### src/rtl/fault_alert_pkg.sv
package fault_alert_pkg;
  localparam int NSRC = 12;

  localparam int SRC_FET_BAD  = 11;
  localparam int SRC_OC_FAULT = 10;
  localparam int SRC_VIN_OV_F = 9;
  localparam int SRC_VIN_UV_F = 8;
  localparam int SRC_COMM_ERR = 7;
  localparam int SRC_OC_WARN  = 6;
  localparam int SRC_I_WARN2  = 5;
  localparam int SRC_VIN_OV_W = 4;
  localparam int SRC_VIN_UV_W = 3;
  localparam int SRC_AUX_OV_W = 2;
  localparam int SRC_AUX_UV_W = 1;
  localparam int SRC_INLIM    = 0;

  typedef enum logic [1:0] {
    MODE_ALERT = 2'b00,
    MODE_GPO   = 2'b01,
    MODE_CONV  = 2'b10,
    MODE_RSVD  = 2'b11
  } pin_mode_e;

  localparam logic [1:0] ADR_CFG = 2'd0;
  localparam logic [1:0] ADR_PIN = 2'd1;
  localparam logic [1:0] ADR_CLR = 2'd2;
  localparam logic [1:0] ADR_TMR = 2'd3;
endpackage

### src/rtl/fa_regs.sv
module fa_regs
  import fault_alert_pkg::*;
#(
  parameter int DATA_W = 16,
  parameter int ADDR_W = 2,
  parameter int TMR_W = 16,
  parameter int TMR_INIT = 8,
  parameter logic [DATA_W-1:0] CFG_RESET = 16'h8000
) (
  input  logic              clk,
  input  logic              rst,
  input  logic              wr_en,
  input  logic [ADDR_W-1:0] wr_addr,
  input  logic [DATA_W-1:0] wr_data,
  input  logic              wr_pec_ok,
  output logic [NSRC-1:0]   en_q,
  output pin_mode_e         mode_q,
  output logic              gpo_q,
  output logic [TMR_W-1:0]  tc_q,
  output logic [NSRC-1:0]   clr_mask,
  output logic              pec_err
);
  localparam int EN_LSB = DATA_W - NSRC;

  logic wr_ok;
  assign wr_ok    = wr_en & wr_pec_ok;
  assign pec_err  = wr_en & ~wr_pec_ok;
  assign clr_mask = (wr_ok && wr_addr == ADDR_W'(ADR_CLR)) ? wr_data[NSRC-1:0] : '0;

  always_ff @(posedge clk) begin
    if (rst) begin
      en_q   <= CFG_RESET[DATA_W-1:EN_LSB];
      mode_q <= MODE_ALERT;
      gpo_q  <= 1'b1;
      tc_q   <= TMR_W'(TMR_INIT);
    end else if (wr_ok) begin
      if (wr_addr == ADDR_W'(ADR_CFG)) en_q <= wr_data[DATA_W-1:EN_LSB];
      if (wr_addr == ADDR_W'(ADR_PIN)) begin
        mode_q <= pin_mode_e'(wr_data[1:0]);
        gpo_q  <= wr_data[2];
      end
      if (wr_addr == ADDR_W'(ADR_TMR)) tc_q <= wr_data[TMR_W-1:0];
    end
  end
endmodule

### src/rtl/fa_fault_timer.sv
module fa_fault_timer #(
  parameter int TMR_W = 16
) (
  input  logic             clk,
  input  logic             rst,
  input  logic             limit_i,
  input  logic [TMR_W-1:0] tc_i,
  output logic             expire_o
);
  logic [TMR_W-1:0] cnt;
  logic [TMR_W-1:0] cnt_inc;

  assign cnt_inc  = cnt + TMR_W'(1);
  // One pulse on the edge where the run of limiting reaches the terminal count
  assign expire_o = limit_i && (cnt_inc == tc_i) && (cnt != tc_i);

  always_ff @(posedge clk) begin
    if (rst || !limit_i) cnt <= '0;
    else if (cnt != tc_i) cnt <= cnt_inc;
  end
endmodule

### src/rtl/fa_status_bank.sv
module fa_status_bank
  import fault_alert_pkg::*;
(
  input  logic            clk,
  input  logic            rst,
  input  logic [NSRC-1:0] set_i,
  input  logic [NSRC-1:0] clr_i,
  output logic [NSRC-1:0] status_o
);
  for (genvar k = 0; k < NSRC; k++) begin : g_bit
    always_ff @(posedge clk) begin
      if (rst)           status_o[k] <= 1'b0;
      else if (set_i[k]) status_o[k] <= 1'b1;   // set has priority over clear
      else if (clr_i[k]) status_o[k] <= 1'b0;
    end
  end
endmodule

### src/rtl/fa_pin_mux.sv
module fa_pin_mux
  import fault_alert_pkg::*;
(
  input  logic            clk,
  input  logic            rst,
  input  pin_mode_e       mode_i,
  input  logic            gpo_i,
  input  logic [NSRC-1:0] status_i,
  input  logic [NSRC-1:0] en_i,
  input  logic            pin_i,
  output logic            pin_o,
  output logic            pin_oe_o,
  output logic            conv_o
);
  logic alert_n, pin_d, oe_d, conv_d;

  assign alert_n = ~|(status_i & en_i);

  always_comb begin
    pin_d  = alert_n;
    oe_d   = 1'b1;
    conv_d = 1'b0;
    case (mode_i)
      MODE_GPO:  pin_d = gpo_i;
      MODE_CONV: begin
        pin_d  = 1'b1;
        oe_d   = 1'b0;
        conv_d = pin_i;
      end
      default: ;
    endcase
  end

  always_ff @(posedge clk) begin
    if (rst) begin
      pin_o    <= 1'b1;
      pin_oe_o <= 1'b1;
      conv_o   <= 1'b0;
    end else begin
      pin_o    <= pin_d;
      pin_oe_o <= oe_d;
      conv_o   <= conv_d;
    end
  end
endmodule

### src/rtl/fault_alert_ctrl.sv
module fault_alert_ctrl
  import fault_alert_pkg::*;
#(
  parameter int DATA_W = 16,
  parameter int ADDR_W = 2,
  parameter int TMR_W = 16,
  parameter int TMR_INIT = 8,
  parameter logic [DATA_W-1:0] CFG_RESET = 16'h8000
) (
  input  logic              clk,
  input  logic              rst,
  input  logic [NSRC-1:0]   evt_i,
  input  logic              limit_i,
  input  logic              wr_en,
  input  logic [ADDR_W-1:0] wr_addr,
  input  logic [DATA_W-1:0] wr_data,
  input  logic              wr_pec_ok,
  input  logic              pin_i,
  output logic [NSRC-1:0]   status_o,
  output logic              pin_o,
  output logic              pin_oe_o,
  output logic              conv_o
);
  logic [NSRC-1:0]  en_q, clr_mask, set_vec;
  pin_mode_e        mode_q;
  logic             gpo_q, pec_err, oc_expire;
  logic [TMR_W-1:0] tc_q;

  fa_regs #(
    .DATA_W(DATA_W), .ADDR_W(ADDR_W), .TMR_W(TMR_W),
    .TMR_INIT(TMR_INIT), .CFG_RESET(CFG_RESET)
  ) u_regs (
    .clk(clk), .rst(rst), .wr_en(wr_en), .wr_addr(wr_addr),
    .wr_data(wr_data), .wr_pec_ok(wr_pec_ok), .en_q(en_q),
    .mode_q(mode_q), .gpo_q(gpo_q), .tc_q(tc_q),
    .clr_mask(clr_mask), .pec_err(pec_err)
  );

  fa_fault_timer #(.TMR_W(TMR_W)) u_timer (
    .clk(clk), .rst(rst), .limit_i(limit_i), .tc_i(tc_q), .expire_o(oc_expire)
  );

  always_comb begin
    set_vec               = evt_i;
    set_vec[SRC_OC_FAULT] = evt_i[SRC_OC_FAULT] | oc_expire;
    set_vec[SRC_INLIM]    = evt_i[SRC_INLIM] | limit_i;
    set_vec[SRC_COMM_ERR] = evt_i[SRC_COMM_ERR] | pec_err;
  end

  fa_status_bank u_status (
    .clk(clk), .rst(rst), .set_i(set_vec), .clr_i(clr_mask), .status_o(status_o)
  );

  fa_pin_mux u_pin (
    .clk(clk), .rst(rst), .mode_i(mode_q), .gpo_i(gpo_q),
    .status_i(status_o), .en_i(en_q), .pin_i(pin_i),
    .pin_o(pin_o), .pin_oe_o(pin_oe_o), .conv_o(conv_o)
  );
endmodule

### config.mk
export PLATFORM = sky130hd
export DESIGN_NAME = fault_alert_ctrl
export DESIGN_NICKNAME = d
export VERILOG_FILES = /design/src/rtl/fault_alert_pkg.sv /design/src/rtl/fa_regs.sv /design/src/rtl/fa_fault_timer.sv /design/src/rtl/fa_status_bank.sv /design/src/rtl/fa_pin_mux.sv /design/src/rtl/fault_alert_ctrl.sv
export SDC_FILE = /design/constraint.sdc
export NUM_CORES = 1
export LEC_CHECK = 0
export BUFFER_PORTS_ARGS = -buffer_cell sky130_fd_sc_hd__clkbuf_2
export CORE_MARGIN = 2
export CORE_UTILIZATION = 40
export DETAILED_ROUTE_END_ITERATION = 8
export GPL_TIMING_DRIVEN = 0
export PLACE_DENSITY = 0.66
export SLEW_MARGIN = 20
export SYNTH_ARGS = -nofsm -noshare
export SYNTH_HDL_FRONTEND = slang
export SYNTH_HIERARCHICAL = 1
export SYNTH_SLANG_ARGS = --single-unit
### constraint.sdc
create_clock -name clk -period 2.46 [get_ports clk]
set_input_delay 0.492 -clock clk [delete_from_list [all_inputs] [get_ports clk]]
set_output_delay 0.492 -clock clk [all_outputs]
set_load 0.01 [all_outputs]
==> results_tabular.tex, run 1 <==
\begin{tabular}{lr}
\hline
Metric & Value \\
\hline
\multicolumn{2}{l}{\textbf{Timing}} \\
\quad Endpoints failing setup & 0 \\
\quad Final Hold Viols & 0 \\
\quad Period Utilization, post-route & 93.1\% \\
\quad Layout Skew & 0.00656 ns \\
\quad F\_max & 436 MHz \\
\quad Slew of the pin with the lowest slew margin & 0.475 ns \\
\quad Hold slack & 0.369 ns \\
\quad Min Clock Period, post-route & 2.29 ns \\
\quad RSZ-0062 raised after global routing & no \\
\quad Setup total negative slack & 0 ns \\
\quad Rel. slew slack & 68.3\% \\
\quad Max-slew violation total from the final report & 0 \\
\quad Worst Setup Slack, final & 0.169 ns \\
\multicolumn{2}{l}{\textbf{Global routing}} \\
\quad First-pass GRT wire length & 12200 um \\
\quad Aggregate global routing overflow & 0 \\
\quad Number of global-route vias before repair & 2541 \\
\quad Largest net degree at the start of global routing & 12 \\
\quad Global-route total usage across every layer & 17.8\% \\
\quad Number of antenna violations at the first check in global routing & 0 \\
\multicolumn{2}{l}{\textbf{Outcome}} \\
\quad Result of the run & finished clean \\
\multicolumn{2}{l}{\textbf{Worst setup path}} \\
\quad Maximum fanout encountered on the critical timing path & 7 \\
\quad Endpoint class of the critical path & flop \\
\quad Worst path required time & 2.73 ns \\
\quad Endpoint arrival time on the critical path & 2.56 ns \\
\quad Critical path class & reg -> reg \\
\quad Element type at the critical path start & flop \\
\multicolumn{2}{l}{\textbf{Yosys}} \\
\quad Sequential cell area fraction in the yosys report & 37.2\% \\
\quad Post-Syn Instances & 364 \\
\quad Synth cell types & 45 \\
\quad Register bit count reported by yosys & 62 \\
\quad Syn avg cell area & 9.17 um2 \\
\quad Synth Net Count & 403 \\
\quad Synthesized area & 3340 um2 \\
\quad Number of warnings printed during yosys synthesis & 6 \\
\multicolumn{2}{l}{\textbf{Worst hold path}} \\
\quad Worst hold path class & in -> reg \\
\multicolumn{2}{l}{\textbf{Layout}} \\
\quad Signed area change from the synthesized netlist to the final layout & 20.0\% \\
\quad Final instance area & 4010 um2 \\
\quad \# diodes & 0 \\
\quad Number of nets in the layout & 468 \\
\quad Util after Layout & 49.3\% \\
\quad Fraction of final layout cells sized beyond drive strength 1 & 26.5\% \\
\multicolumn{2}{l}{\textbf{Route}} \\
\quad Drc violations & 0 \\
\quad WL/cell & 14.4 um \\
\quad Antenna-violating nets left & 0 \\
\quad 1st-iter DRT viols & 92 \\
\quad TritonRoute pass-1 iters & 4 \\
\quad Via Count & 2651 \\
\quad Total Routed Length & 7760 um \\
\quad Post-detailed-route via-to-cell ratio & 4.92 \\
\multicolumn{2}{l}{\textbf{Power and ir drop}} \\
\quad Switching power total & 0.000548 W \\
\quad Combinational share of power & 10.8\% \\
\quad Maximum VDD drop & 0.215 mV \\
\quad Net Sw Frac & 25.5\% \\
\quad Static Leakage & 1.64 nW \\
\quad Clk pwr share & 40.0\% \\
\quad Cell Int Power & 0.00161 W \\
\quad Areal power density over the cells & 538 nW/um2 \\
\quad Share of power burned in registers & 49.2\% \\
\multicolumn{2}{l}{\textbf{Clock network}} \\
\quad \# hold bufs at CTS & 0 \\
\quad Number of buffers inserted during clock tree synthesis & 9 \\
\quad Total clock sinks & 62 \\
\quad Clk\_lat worst skew & 0.33 ns \\
\quad Clock transition at the register clock pins on the worst setup and hold paths after CTS & 0.07 ns \\
\quad Clock tree root driver cell & sky130\_fd\_sc\_hd\_\_clkbuf\_8 \\
\quad Buffers from clock root to sink, at most & 2 \\
\quad Maximum level of the CTS H-tree & 3 \\
\quad CTS tree & done \\
\multicolumn{2}{l}{\textbf{Floorplan}} \\
\quad Number of standard-cell rows in the floorplan & 33 \\
\quad Top-level I/O count & 51 \\
\quad Die outline area & 9100 um2 \\
\quad Area of the core & 8130 um2 \\
\quad Overall die height & 95.4 um \\
\quad Starting Density & 41.1\% \\
\quad Width of the chip & 95.4 um \\
\multicolumn{2}{l}{\textbf{Place}} \\
\quad Placed wire-length estimate after detailed placement & 5950 um \\
\quad Port buffer count & 50 \\
\quad Weighted congestion reported at the end of routability-driven placement & 0.849 \\
\quad Worst-case setup slack after placement & -0.195 ns \\
\quad Area after DPL & 3720 um2 \\
\multicolumn{2}{l}{\textbf{Job}} \\
\quad Max-cap violations & 0 \\
\hline
\end{tabular}
synthesized netlist by cell type (all sizes together):
cell / instances / area, um2
o21a: 1 / 7.51
o21ai: 3 / 15.0
o22ai: 1 / 6.26
o2111ai: 2 / 17.5
mux2i: 32 / 320
clkbuf: 6 / 22.5
and2: 14 / 87.6
o221ai: 1 / 15.0
nor3b: 1 / 7.51
a222oi: 1 / 10.0
nand4: 7 / 43.8
buf: 12 / 92.6
a211oi: 4 / 30.0
and3: 2 / 12.5
xnor2: 31 / 272
nor2b: 5 / 31.3
nor4: 3 / 33.8
and4b: 1 / 10.0
or3: 2 / 12.5
nand3: 9 / 45.0
nand2: 11 / 41.3
a2111oi: 1 / 10.0
or2: 3 / 18.8
nor2: 25 / 93.8
a21oi: 21 / 169
nand4b: 1 / 8.76
ha: 3 / 37.5
a31oi: 3 / 18.8
inv: 16 / 60.1
dfxtp: 62 / 1240
nand4bb: 1 / 11.3
or4: 2 / 18.8
nand2b: 56 / 350
nor3: 4 / 20.0
and4: 1 / 8.76
xor2: 9 / 78.8
a22oi: 4 / 30.0
a21boi: 3 / 30.0
critical path, stage by stage (launching register included):
cell and delay, ns:
sky130_fd_sc_hd__dfxtp_1 0.31, sky130_fd_sc_hd__clkbuf_4 0.17, sky130_fd_sc_hd__and2_4 0.17, sky130_fd_sc_hd__nand4_1 0.16
sky130_fd_sc_hd__or4_4 0.48, sky130_fd_sc_hd__o22ai_1 0.21, sky130_fd_sc_hd__o2111ai_1 0.16, sky130_fd_sc_hd__nor4_2 0.29
sky130_fd_sc_hd__or2_1 0.15, sky130_fd_sc_hd__inv_1 0.04, sky130_fd_sc_hd__a21oi_2 0.09
metal layers:
metal	track usage [%]	wire, um
met1	24.1	3730
met2	27.2	3660
met3	3.32	244
met4	8.21	123
met5	0	0
placed cells by master, fill, tap and decap left out, types with 7 or more instances in the layout:
master / Yosys / routed
sky130_fd_sc_hd__xnor2_1: 31 / 31
sky130_fd_sc_hd__nand2_1: 11 / 11
sky130_fd_sc_hd__mux2i_1: 32 / 32
sky130_fd_sc_hd__a21oi_2: 17 / 17
sky130_fd_sc_hd__dfxtp_1: 62 / 59
sky130_fd_sc_hd__nand2b_1: 56 / 56
sky130_fd_sc_hd__clkbuf_8: 0 / 9
sky130_fd_sc_hd__nand3_1: 9 / 8
sky130_fd_sc_hd__inv_1: 16 / 16
sky130_fd_sc_hd__nand4_1: 7 / 7
sky130_fd_sc_hd__xor2_1: 9 / 9
sky130_fd_sc_hd__and2_1: 14 / 13
sky130_fd_sc_hd__clkbuf_2: 0 / 50
sky130_fd_sc_hd__nor2_1: 25 / 24
cells by family (layout without fill, tap and decap cells):
group	count (synthesis)	in the layout	synth area share, %
muxes	32	32	9.59
DFF	62	62	37.2
and+or+nand+nor	148	148	25.6
adders and majority gates	3	3	1.12
AOI/OAI and AO/OA	45	45	10.8
xor gates and xnor gates	40	40	10.5
buffers and inverters	34	104	5.25
power by group through the flow:
| stage | registers, W | clock network [W] | logic, W |
|---|---|---|---|
| after floorplan | 0.00108 | 0 | 0.000139 |
| after global placement | 0.00108 | 0 | 0.000225 |
| after detailed placement | 0.00108 | 0 | 0.000228 |
| after CTS | 0.00106 | 0.000886 | 0.000233 |
| after global routing | 0.00106 | 0.000931 | 0.000259 |
| final | 0.00106 | 0.000863 | 0.000233 |
state kept, by name, summed over array words and instances, names as in the netlist:
| register | cells |
|---|---|
| u_regs/gpo_q | 1 |
| u_regs/tc_q | 16 |
| u_status/status_o | 12 |
| u_regs/mode_q | 2 |
| u_pin/pin_oe_o | 1 |
| u_pin/pin_o | 1 |
| u_timer/cnt | 16 |
| u_pin/conv_o | 1 |
| u_regs/en_q | 12 |
metrics by stage:
step | std cells | total power (W)
after floorplan | 364 | 0.00122
after global placement | 519 | 0.00131
after global routing | 539 | 0.00225
final | 539 | 0.00215
after CTS | 536 | 0.00218
after detailed placement | 519 | 0.00131
final timing paths:
path	slack [ns]	startpoint	cells after the start	endpoint
setup reg to reg	0.17	u_timer/cnt[2]	10	u_status/status_o[10]
setup / recovery	0.17	u_timer/cnt[2]	10	u_status/status_o[10]
hold reg to reg	0.48	u_regs/en_q[4]	2	u_regs/en_q[4]
hold / removal	0.37	evt_i[5]	3	u_status/status_o[5]
cell type report:
cell class                 instances  area (um2)
sequential                        62        1240
fill                             790        4130
multi-input combinational        268        1980
timing repair buffer              55         288
clock buffer                      10         128
tap                              105         131
inverter                          16        60.1
clock inverter                     6        62.6
buffer                            17         114
what timing repair did:
item | CTS | global route
pin swaps | 1 | 5
endpoints found under the setup margin | 1 | 1
endpoints found under the hold margin | 0 | 0
gates resized for setup | 7 | 8
cloned | 0 | 0
setup buffers | 1 | 4
Power figures use the tool's default switching activity.
==> run 2: changes to the inputs <==
- clock period: 2.46 -> 2.4 ns (I/O delays scaled with it)
==> run 2 against run 1 <==
  * Design area about the same
  * Via count unchanged
  * Non-clock buffer count decreased by 1
  * Wire length increased by 1.1%
  * Cell count decreased by 0.19%
  * Critical path type unchanged
==> results_tabular.tex, run 2 (synthesized netlist as in run 1, its figures left out) <==
\begin{tabular}{lr}
\hline
Metric & Value \\
\hline
\multicolumn{2}{l}{\textbf{Timing}} \\
\quad Slew of the pin with the lowest slew margin & 0.464 ns (was 0.475 ns) \\
\quad Period Utilization, post-route & 95.7\% (was 93.1\%) \\
\quad Min Clock Period, post-route & 2.30 ns (was 2.29 ns) \\
\quad Final Hold Viols & 0 (unchanged) \\
\quad F\_max & 435 MHz (was 436 MHz) \\
\quad Layout Skew & 0.00659 ns (was 0.00656 ns) \\
\quad Rel. slew slack & 69.1\% (was 68.3\%) \\
\quad Hold slack & 0.357 ns (was 0.369 ns) \\
\quad Max-slew violation total from the final report & 0 (unchanged) \\
\quad Setup total negative slack & 0 ns (unchanged) \\
\quad Endpoints failing setup & 0 (unchanged) \\
\multicolumn{2}{l}{\textbf{Global routing}} \\
\quad Global-route total usage across every layer & 18.0\% (was 17.8\%) \\
\quad Largest net degree at the start of global routing & 12 (unchanged) \\
\quad First-pass GRT wire length & 12400 um (was 12200 um) \\
\quad Number of global-route vias before repair & 2570 (was 2541) \\
\quad Number of antenna violations at the first check in global routing & 0 (unchanged) \\
\quad Aggregate global routing overflow & 0 (unchanged) \\
\multicolumn{2}{l}{\textbf{Outcome}} \\
\quad Result of the run & finished clean (unchanged) \\
\multicolumn{2}{l}{\textbf{Layout}} \\
\quad Signed area change from the synthesized netlist to the final layout & 20.0\% (about the same) \\
\quad Number of nets in the layout & 467 (was 468) \\
\quad Fraction of final layout cells sized beyond drive strength 1 & 26.3\% (was 26.5\%) \\
\quad \# diodes & 0 (unchanged) \\
\quad Most common library cell in the layout ignoring fill and taps & sky130\_fd\_sc\_hd\_\_dfxtp\_1 (unchanged) \\
\quad Number of fillers in the final layout & 789 (was 790) \\
\quad Most frequent cells in the layout & sky130\_fd\_sc\_hd\_\_dfxtp\_1, sky130\_fd\_sc\_hd\_\_nand2b\_1, sky130\_fd\_sc\_hd\_\_clkbuf\_2 (unchanged) \\
\quad Final instance area & 4010 um2 (about the same) \\
\quad Biggest regs & u\_regs/tc\_q: 16 flops, u\_timer/cnt: 16 flops (unchanged) \\
\multicolumn{2}{l}{\textbf{Place}} \\
\quad Port buffer count & 50 (unchanged) \\
\quad Area after DPL & 3720 um2 (unchanged) \\
\quad Weighted congestion reported at the end of routability-driven placement & 0.849 (unchanged) \\
\quad Placed wire-length estimate after detailed placement & 5950 um (unchanged) \\
\multicolumn{2}{l}{\textbf{Clock network}} \\
\quad Total clock sinks & 62 (unchanged) \\
\quad Maximum level of the CTS H-tree & 3 (unchanged) \\
\quad CTS tree & done (unchanged) \\
\quad Buffers from clock root to sink, at most & 2 (unchanged) \\
\quad \# hold bufs at CTS & 0 (unchanged) \\
\quad Clock transition at the register clock pins on the worst setup and hold paths after CTS & 0.07 ns (about the same) \\
\quad Clk\_lat worst skew & 0.33 ns (about the same) \\
\quad Number of buffers inserted during clock tree synthesis & 9 (unchanged) \\
\quad Clock tree root driver cell & sky130\_fd\_sc\_hd\_\_clkbuf\_8 (unchanged) \\
\multicolumn{2}{l}{\textbf{Power and ir drop}} \\
\quad Clk pwr share & 40.1\% (was 40.0\%) \\
\quad Net Sw Frac & 25.6\% (was 25.5\%) \\
\quad Maximum VDD drop & 0.221 mV (was 0.215 mV) \\
\quad Areal power density over the cells & 552 nW/um2 (was 538 nW/um2) \\
\quad Share of power burned in registers & 49.1\% (was 49.2\%) \\
\quad Combinational share of power & 10.8\% (about the same) \\
\quad Switching power total & 0.000565 W (was 0.000548 W) \\
\quad Static Leakage & 1.64 nW (about the same) \\
\quad Cell Int Power & 0.00165 W (was 0.00161 W) \\
\multicolumn{2}{l}{\textbf{Worst setup path}} \\
\quad Endpoint arrival time on the critical path & 2.57 ns (was 2.56 ns) \\
\quad Maximum fanout encountered on the critical timing path & 7 (unchanged) \\
\quad Worst r2r dst & u\_status/status\_o[10] (unchanged) \\
\quad Critical path class & reg -> reg (unchanged) \\
\quad Worst path required time & 2.67 ns (was 2.73 ns) \\
\quad Worst-case register-to-register setup slack & 0.10 ns (was 0.17 ns) \\
\quad Endpoint class of the critical path & flop (unchanged) \\
\quad Reg2Reg Launch Point & u\_timer/cnt[2] (unchanged) \\
\quad Element type at the critical path start & flop (unchanged) \\
\quad Cell depth of the worst flop-to-flop path & 10 (unchanged) \\
\multicolumn{2}{l}{\textbf{Floorplan}} \\
\quad Top-level I/O count & 51 (unchanged) \\
\quad Die outline area & 9100 um2 (unchanged) \\
\quad Number of standard-cell rows in the floorplan & 33 (unchanged) \\
\quad Overall die height & 95.4 um (unchanged) \\
\quad Width of the chip & 95.4 um (unchanged) \\
\quad Area of the core & 8130 um2 (unchanged) \\
\quad Starting Density & 41.1\% (unchanged) \\
\multicolumn{2}{l}{\textbf{Route}} \\
\quad Antenna-violating nets left & 0 (unchanged) \\
\quad 1st-iter DRT viols & 81 (was 92) \\
\quad Total Routed Length & 7850 um (was 7760 um) \\
\quad TritonRoute pass-1 iters & 4 (unchanged) \\
\quad Via Count & 2651 (unchanged) \\
\quad WL/cell & 14.6 um (was 14.4 um) \\
\quad Post-detailed-route via-to-cell ratio & 4.93 (was 4.92) \\
\quad Drc violations & 0 (unchanged) \\
\multicolumn{2}{l}{\textbf{Worst hold path}} \\
\quad Worst hold stages & 3 (unchanged) \\
\quad Startpoint of the lowest-slack hold path & evt\_i[5] (unchanged) \\
\quad Capture endpoint of the worst hold path & u\_status/status\_o[5] (unchanged) \\
\quad Worst hold path class & in -> reg (unchanged) \\
\multicolumn{2}{l}{\textbf{Job}} \\
\quad Max-cap violations & 0 (unchanged) \\
\hline
\end{tabular}
## run 2: cell types whose count changed in the layout (fill, tap and decap cells not counted), sizes merged
cell	before	now
buf	16	15
## run 2: final cells by class
class                      instances  area, um2  area share (%)
timing repair buffer              54        280            7.00
tap                              105        131            3.28
multi-input combinational        268       1980            49.4
buffer                            17        114            2.84
inverter                          16       60.1            1.50
clock buffer                      10        128            3.19
sequential                        62       1250            31.2
clock inverter                     6       62.6            1.56
## run 2: metal layers
metal / vias up / GRT usage (%) / part of all wire, %
met5: - / 0 / 0
met4: 0 / 8.57 / 1.7
met3: 12 / 3.48 / 3.0
met2: 39 / 27.8 / 47
met1: 1251 / 24.1 / 48
li1: 1349 / - / -
## run 2: metrics by stage
stage | setup WS [ns] | util, % | total power, W | cells
4_1_cts | 0.0628 | 48.9 | 0.00223 | 539
3_5_place_dp | -0.255 | 45.7 | 0.00134 | 519
5_1_grt | -0.000900 | 49.3 | 0.00231 | 538
6_report | 0.102 | 49.3 | 0.00221 | 538
2_1_floorplan | 0.210 | - | 0.00125 | 364
3_3_place_gp | -0.257 | 45.7 | 0.00134 | 519
## run 2: timing repair
| item | CTS | global route |
|---|---|---|
| pin swaps | 3 | 3 |
| gates resized for setup | 9 | 8 |
| gates cloned | 0 | 0 |
| hold endpoints to repair | 0 | 0 |
| setup buffers | 4 | 0 |
| endpoints found under the setup margin | 1 | 1 |
## run 2: worst max path at each step
stage / start / end / slack (ns)
2_1_floorplan: u_timer/cnt[5] / u_status/status_o[10] / 0.21
3_3_place_gp: u_timer/cnt[0] / u_status/status_o[10] / -0.26
3_5_place_dp: u_timer/cnt[0] / u_status/status_o[10] / -0.26
4_1_cts: u_timer/cnt[7] / u_status/status_o[10] / 0.06
5_1_grt: u_timer/cnt[1] / u_status/status_o[10] / -0.0009
6_report: u_timer/cnt[2] / u_status/status_o[10] / 0.10
## run 2: power groups by stage
stage	clock network [W]	registers, W	logic [W]
final	0.000887	0.00109	0.000238
after global routing	0.000954	0.00109	0.000266
after CTS	0.000908	0.00109	0.000239
after detailed placement	0	0.00111	0.000233
after global placement	0	0.00111	0.000230
after floorplan	0	0.00111	0.000142
## run 2: worst max-delay path, cell delays in order (launching register included)
cell and delay [ns]:
sky130_fd_sc_hd__dfxtp_1 0.31, sky130_fd_sc_hd__clkbuf_4 0.17, sky130_fd_sc_hd__and2_4 0.17, sky130_fd_sc_hd__nand4_1 0.16
sky130_fd_sc_hd__or4_4 0.48, sky130_fd_sc_hd__o22ai_1 0.21, sky130_fd_sc_hd__o2111ai_1 0.15, sky130_fd_sc_hd__nor4_2 0.30
sky130_fd_sc_hd__or2_1 0.15, sky130_fd_sc_hd__inv_1 0.04, sky130_fd_sc_hd__a21oi_2 0.09
==> run 3: changes to the inputs <==
- SYNTH_HIERARCHICAL: 1 -> default
==> run 3 against run 2 <==
  * Sequential share of layout area increased by 2.5 points
  * Clock power up 9.0%
  * Sequential cell count stayed put
  * Total power up 1.9%
  * Critical endpoint is now u_timer.cnt[1]
  * Largest cell class unchanged
==> results_tabular.tex, run 3 <==
\begin{tabular}{lr}
\hline
Metric & Value \\
\hline
\multicolumn{2}{l}{\textbf{Worst setup path}} \\
\quad Reg2Reg Launch Point & u\_timer.cnt[7] (was u\_timer/cnt[2]) \\
\quad Worst path required time & 2.62 ns (was 2.67 ns) \\
\quad Element type at the critical path start & flop (unchanged) \\
\quad Worst r2r dst & u\_timer.cnt[1] (was u\_status/status\_o[10]) \\
\quad Endpoint arrival time on the critical path & 2.46 ns (was 2.57 ns) \\
\quad Cell count along the critical path & 8 (was 10) \\
\quad Worst-case register-to-register setup slack & 0.16 ns (was 0.10 ns) \\
\quad Destination of the critical timing path & u\_timer.cnt[1] (was u\_status/status\_o[10]) \\
\quad WP buf/inv & 2 (unchanged) \\
\quad Slowest stage cell on the critical path & sky130\_fd\_sc\_hd\_\_or4b\_1 (was sky130\_fd\_sc\_hd\_\_or4\_4) \\
\quad Worst setup startpoint & u\_timer.cnt[7] (was u\_timer/cnt[2]) \\
\quad Cell with the most instances on the worst path & sky130\_fd\_sc\_hd\_\_nor2\_1 \\
\quad Maximum fanout encountered on the critical timing path & 7 (unchanged) \\
\quad Largest stage delay, worst path & 0.46 ns (was 0.48 ns) \\
\quad Cell depth of the worst flop-to-flop path & 8 (was 10) \\
\quad Critical path, cell by cell & buf\_2 > xnor2\_2 > or4b\_1 > nor2\_1 > and2\_1 > buf\_6 > mux2i\_1 > nor2\_1 (was clkbuf\_4 > and2\_4 > nand4\_1 > or4\_4 > o22ai\_1 > o2111ai\_1 > nor4\_2 > or2\_1 > inv\_1 > a21oi\_2) \\
\quad Family with the most delay on the worst path & simple AND/OR/NAND/NOR gates (unchanged) \\
\quad Critical path class & reg -> reg (unchanged) \\
\quad Endpoint class of the critical path & flop (unchanged) \\
\multicolumn{2}{l}{\textbf{Yosys}} \\
\quad Synth cell types & 52 (was 45) \\
\quad Synth top area share & 40.2\% (was 37.2\%) \\
\quad Fraction of the mapped netlist area in compound gates & 15.3\% (was 10.8\%) \\
\quad Post-synthesis share of cell area spent on full adders, half adders and majority gates & 1.22\% (was 1.12\%) \\
\quad Number of warnings printed during yosys synthesis & 0 (was 6) \\
\quad Xor and xnor fraction of the mapped netlist area & 11.8\% (was 10.5\%) \\
\quad Post-synthesis cell type with the largest combined area & sky130\_fd\_sc\_hd\_\_dfxtp\_1 (unchanged) \\
\quad Ys flop type & sky130\_fd\_sc\_hd\_\_dfxtp\_1 (unchanged) \\
\quad Commonest cells in the netlist & sky130\_fd\_sc\_hd\_\_nand2\_1, sky130\_fd\_sc\_hd\_\_dfxtp\_1, sky130\_fd\_sc\_hd\_\_a21oi\_1, sky130\_fd\_sc\_hd\_\_nor2\_1, sky130\_fd\_sc\_hd\_\_xnor2\_1 (was sky130\_fd\_sc\_hd\_\_dfxtp\_1, sky130\_fd\_sc\_hd\_\_nand2b\_1, sky130\_fd\_sc\_hd\_\_mux2i\_1, sky130\_fd\_sc\_hd\_\_xnor2\_1, sky130\_fd\_sc\_hd\_\_nor2\_1) \\
\quad Area share of and/or/nand/nor cells after synthesis & 25.8\% (was 25.6\%) \\
\quad Syn avg cell area & 7.96 um2 (was 9.17 um2) \\
\quad Sequential cell area fraction in the yosys report & 40.2\% (was 37.2\%) \\
\quad Most instantiated library cell after synthesis & sky130\_fd\_sc\_hd\_\_nand2\_1 (was sky130\_fd\_sc\_hd\_\_dfxtp\_1) \\
\quad Register bit count reported by yosys & 62 (unchanged) \\
\quad Mux contribution to synthesized area & 0.972\% (was 9.59\%) \\
\quad Synth Net Count & 427 (was 403) \\
\quad Combinational family with the most area after synthesis & simple AND/OR/NAND/NOR gates (unchanged) \\
\quad Synthesized area & 3090 um2 (was 3340 um2) \\
\quad Post-Syn Instances & 388 (was 364) \\
\quad Number of synthesized flops with an enable pin & 0 (unchanged) \\
\quad Post-synth ARST share & 0\% (unchanged) \\
\quad Largest cells by area after synthesis & sky130\_fd\_sc\_hd\_\_dfxtp\_1, sky130\_fd\_sc\_hd\_\_nand2\_1, sky130\_fd\_sc\_hd\_\_xnor2\_1, sky130\_fd\_sc\_hd\_\_a21oi\_1, sky130\_fd\_sc\_hd\_\_nor2\_1 (was sky130\_fd\_sc\_hd\_\_dfxtp\_1, sky130\_fd\_sc\_hd\_\_nand2b\_1, sky130\_fd\_sc\_hd\_\_mux2i\_1, sky130\_fd\_sc\_hd\_\_xnor2\_1, sky130\_fd\_sc\_hd\_\_a21oi\_2) \\
\multicolumn{2}{l}{\textbf{Layout}} \\
\quad Biggest regs & u\_regs.tc\_q: 16 flops, u\_timer.cnt: 16 flops (was u\_regs/tc\_q: 16 flops, u\_timer/cnt: 16 flops) \\
\quad Signed area change from the synthesized netlist to the final layout & 19.3\% (was 20.0\%) \\
\quad \# diodes & 0 (unchanged) \\
\quad Number of nets in the layout & 486 (was 467) \\
\quad Most frequent cells in the layout & sky130\_fd\_sc\_hd\_\_nand2\_1, sky130\_fd\_sc\_hd\_\_dfxtp\_1, sky130\_fd\_sc\_hd\_\_clkbuf\_2 (was sky130\_fd\_sc\_hd\_\_dfxtp\_1, sky130\_fd\_sc\_hd\_\_nand2b\_1, sky130\_fd\_sc\_hd\_\_clkbuf\_2) \\
\quad Most common library cell in the layout ignoring fill and taps & sky130\_fd\_sc\_hd\_\_nand2\_1 (was sky130\_fd\_sc\_hd\_\_dfxtp\_1) \\
\quad Fraction of final layout cells sized beyond drive strength 1 & 17.7\% (was 26.3\%) \\
\multicolumn{2}{l}{\textbf{Clock network}} \\
\quad CTS tree & done (unchanged) \\
\quad Clock tree root driver cell & sky130\_fd\_sc\_hd\_\_clkbuf\_8 (unchanged) \\
\quad Clock transition at the register clock pins on the worst setup and hold paths after CTS & 0.08 ns (was 0.07 ns) \\
\quad Total clock sinks & 62 (unchanged) \\
\quad Buffers from clock root to sink, at most & 2 (unchanged) \\
\quad \# hold bufs at CTS & 0 (unchanged) \\
\quad Maximum level of the CTS H-tree & 3 (unchanged) \\
\quad Number of buffers inserted during clock tree synthesis & 9 (unchanged) \\
\quad Clk\_lat worst skew & 0.35 ns (was 0.33 ns) \\
\multicolumn{2}{l}{\textbf{Global routing}} \\
\quad Largest net degree at the start of global routing & 13 (was 12) \\
\quad First-pass GRT wire length & 13700 um (was 12400 um) \\
\quad Number of global-route vias before repair & 2874 (was 2570) \\
\quad Global-route total usage across every layer & 20.4\% (was 18.0\%) \\
\quad Aggregate global routing overflow & 0 (unchanged) \\
\quad Number of antenna violations at the first check in global routing & 0 (unchanged) \\
\multicolumn{2}{l}{\textbf{Route}} \\
\quad Antenna-violating nets left & 0 (unchanged) \\
\quad Via Count & 2860 (was 2651) \\
\quad TritonRoute pass-1 iters & 4 (unchanged) \\
\quad WL/cell & 14.3 um (was 14.6 um) \\
\quad 1st-iter DRT viols & 97 (was 81) \\
\quad Total Routed Length & 7910 um (was 7850 um) \\
\quad Drc violations & 0 (unchanged) \\
\quad Post-detailed-route via-to-cell ratio & 5.16 (was 4.93) \\
\multicolumn{2}{l}{\textbf{Timing}} \\
\quad Final Hold Viols & 0 (unchanged) \\
\quad Layout Skew & 0.00710 ns (was 0.00659 ns) \\
\quad Hold slack & 0.319 ns (was 0.357 ns) \\
\quad Setup total negative slack & 0 ns (unchanged) \\
\quad Max-slew violation total from the final report & 0 (unchanged) \\
\quad Period Utilization, post-route & 93.1\% (was 95.7\%) \\
\quad Min Clock Period, post-route & 2.24 ns (was 2.30 ns) \\
\quad F\_max & 447 MHz (was 435 MHz) \\
\quad Rel. slew slack & 65.6\% (was 69.1\%) \\
\quad RSZ-0062 raised after global routing & no \\
\quad Endpoints failing setup & 0 (unchanged) \\
\quad Worst Setup Slack, final & 0.165 ns (was 0.102 ns) \\
\quad Slew of the pin with the lowest slew margin & 0.516 ns (was 0.464 ns) \\
\multicolumn{2}{l}{\textbf{Floorplan}} \\
\quad Number of standard-cell rows in the floorplan & 32 (was 33) \\
\quad Die outline area & 8440 um2 (was 9100 um2) \\
\quad Top-level I/O count & 51 (unchanged) \\
\quad Area of the core & 7610 um2 (was 8130 um2) \\
\quad Overall die height & 91.9 um (was 95.4 um) \\
\quad Starting Density & 40.6\% (was 41.1\%) \\
\quad Width of the chip & 91.9 um (was 95.4 um) \\
\multicolumn{2}{l}{\textbf{Power and ir drop}} \\
\quad Switching power total & 0.000599 W (was 0.000565 W) \\
\quad Static Leakage & 1.41 nW (was 1.64 nW) \\
\quad Net Sw Frac & 26.6\% (was 25.6\%) \\
\quad Share of power burned in registers & 48.2\% (was 49.1\%) \\
\quad Cell Int Power & 0.00165 W (about the same) \\
\quad Clk pwr share & 42.9\% (was 40.1\%) \\
\quad Areal power density over the cells & 611 nW/um2 (was 552 nW/um2) \\
\quad Combinational share of power & 8.9\% (was 10.8\%) \\
\quad Maximum VDD drop & 0.388 mV (was 0.221 mV) \\
\multicolumn{2}{l}{\textbf{Place}} \\
\quad Placed wire-length estimate after detailed placement & 6050 um (was 5950 um) \\
\quad Worst-case setup slack after placement & 0.0787 ns (was -0.255 ns) \\
\quad Port buffer count & 49 (was 50) \\
\quad Weighted congestion reported at the end of routability-driven placement & 0.882 (was 0.849) \\
\multicolumn{2}{l}{\textbf{Outcome}} \\
\quad Result of the run & finished clean (unchanged) \\
\multicolumn{2}{l}{\textbf{Worst hold path}} \\
\quad Worst hold path class & in -> reg (unchanged) \\
\multicolumn{2}{l}{\textbf{Job}} \\
\quad Max-cap violations & 0 (unchanged) \\
\hline
\end{tabular}
## run 3: through the flow
step	instance area, um2	total power, W	instances	utilization (%)
after global routing	3690	0.00234	554	48.5
after detailed placement	3460	0.00131	539	45.5
after floorplan	3090	0.00121	388	-
final	3690	0.00225	554	48.5
after global placement	3460	0.00130	539	45.5
after CTS	3670	0.00227	555	48.2
## run 3: cell families after synthesis
kind of cell / count (synthesis)
simple gates: 169
flops: 62
mux: 3
compound gates: 78
fa+ha+maj: 3
xor+xnor: 40
buf+inv: 33
## run 3: final cells by class
type,count,area (um2)
sequential,62,1240
inverter,7,26.3
buffer,25,116
clock inverter,6,70.1
multi-input combinational,293,1720
timing repair buffer,49,245
fill,784,3920
clock buffer,10,138
tap,102,128
## run 3: power by group through the flow
stage / clock, W / combinational [W] / sequential [W]
6_report: 0.000967 / 0.000200 / 0.00109
2_1_floorplan: 0 / 0.000104 / 0.00111
5_1_grt: 0.00103 / 0.000224 / 0.00109
4_1_cts: 0.000982 / 0.000199 / 0.00108
3_3_place_gp: 0 / 0.000196 / 0.00111
3_5_place_dp: 0 / 0.000197 / 0.00111
## run 3: worst register-to-register path: cells and delay by family (launching register included)
family | cells | cell delay, ns
flip-flops | 1 | 0.30
multiplexers | 1 | 0.18
AND/OR/NAND/NOR | 4 | 1.10
XOR/XNOR | 1 | 0.25
buffers and inverters | 2 | 0.30
## run 3: routing by layer
layer | share of wire [%] | global-route usage, % | up-vias
met5 | 0 | 0 | -
met4 | 2.0 | 8.21 | 0
met3 | 4.8 | 4.85 | 16
met2 | 47 | 33.1 | 76
met1 | 46 | 26.0 | 1318
li1 | - | - | 1450
## run 3: worst min-delay path by stage
stage / slack (ns) / cells after the start / to / startpoint
after floorplan: 0.44 / 2 / u_regs.en_q[6] / u_regs.en_q[6]
after global placement: 0.45 / 2 / u_regs.en_q[0] / u_regs.en_q[0]
after detailed placement: 0.45 / 2 / u_regs.en_q[4] / u_regs.en_q[4]
after CTS: 0.31 / 3 / u_pin.conv_o / pin_i
after global routing: 0.34 / 3 / u_pin.conv_o / pin_i
final: 0.32 / 3 / u_pin.conv_o / pin_i
## run 3: repair_timing
action,4_1_cts,5_1_grt
endpoints found under the setup margin,0,3
resized for setup,0,3
setup buffers,0,0
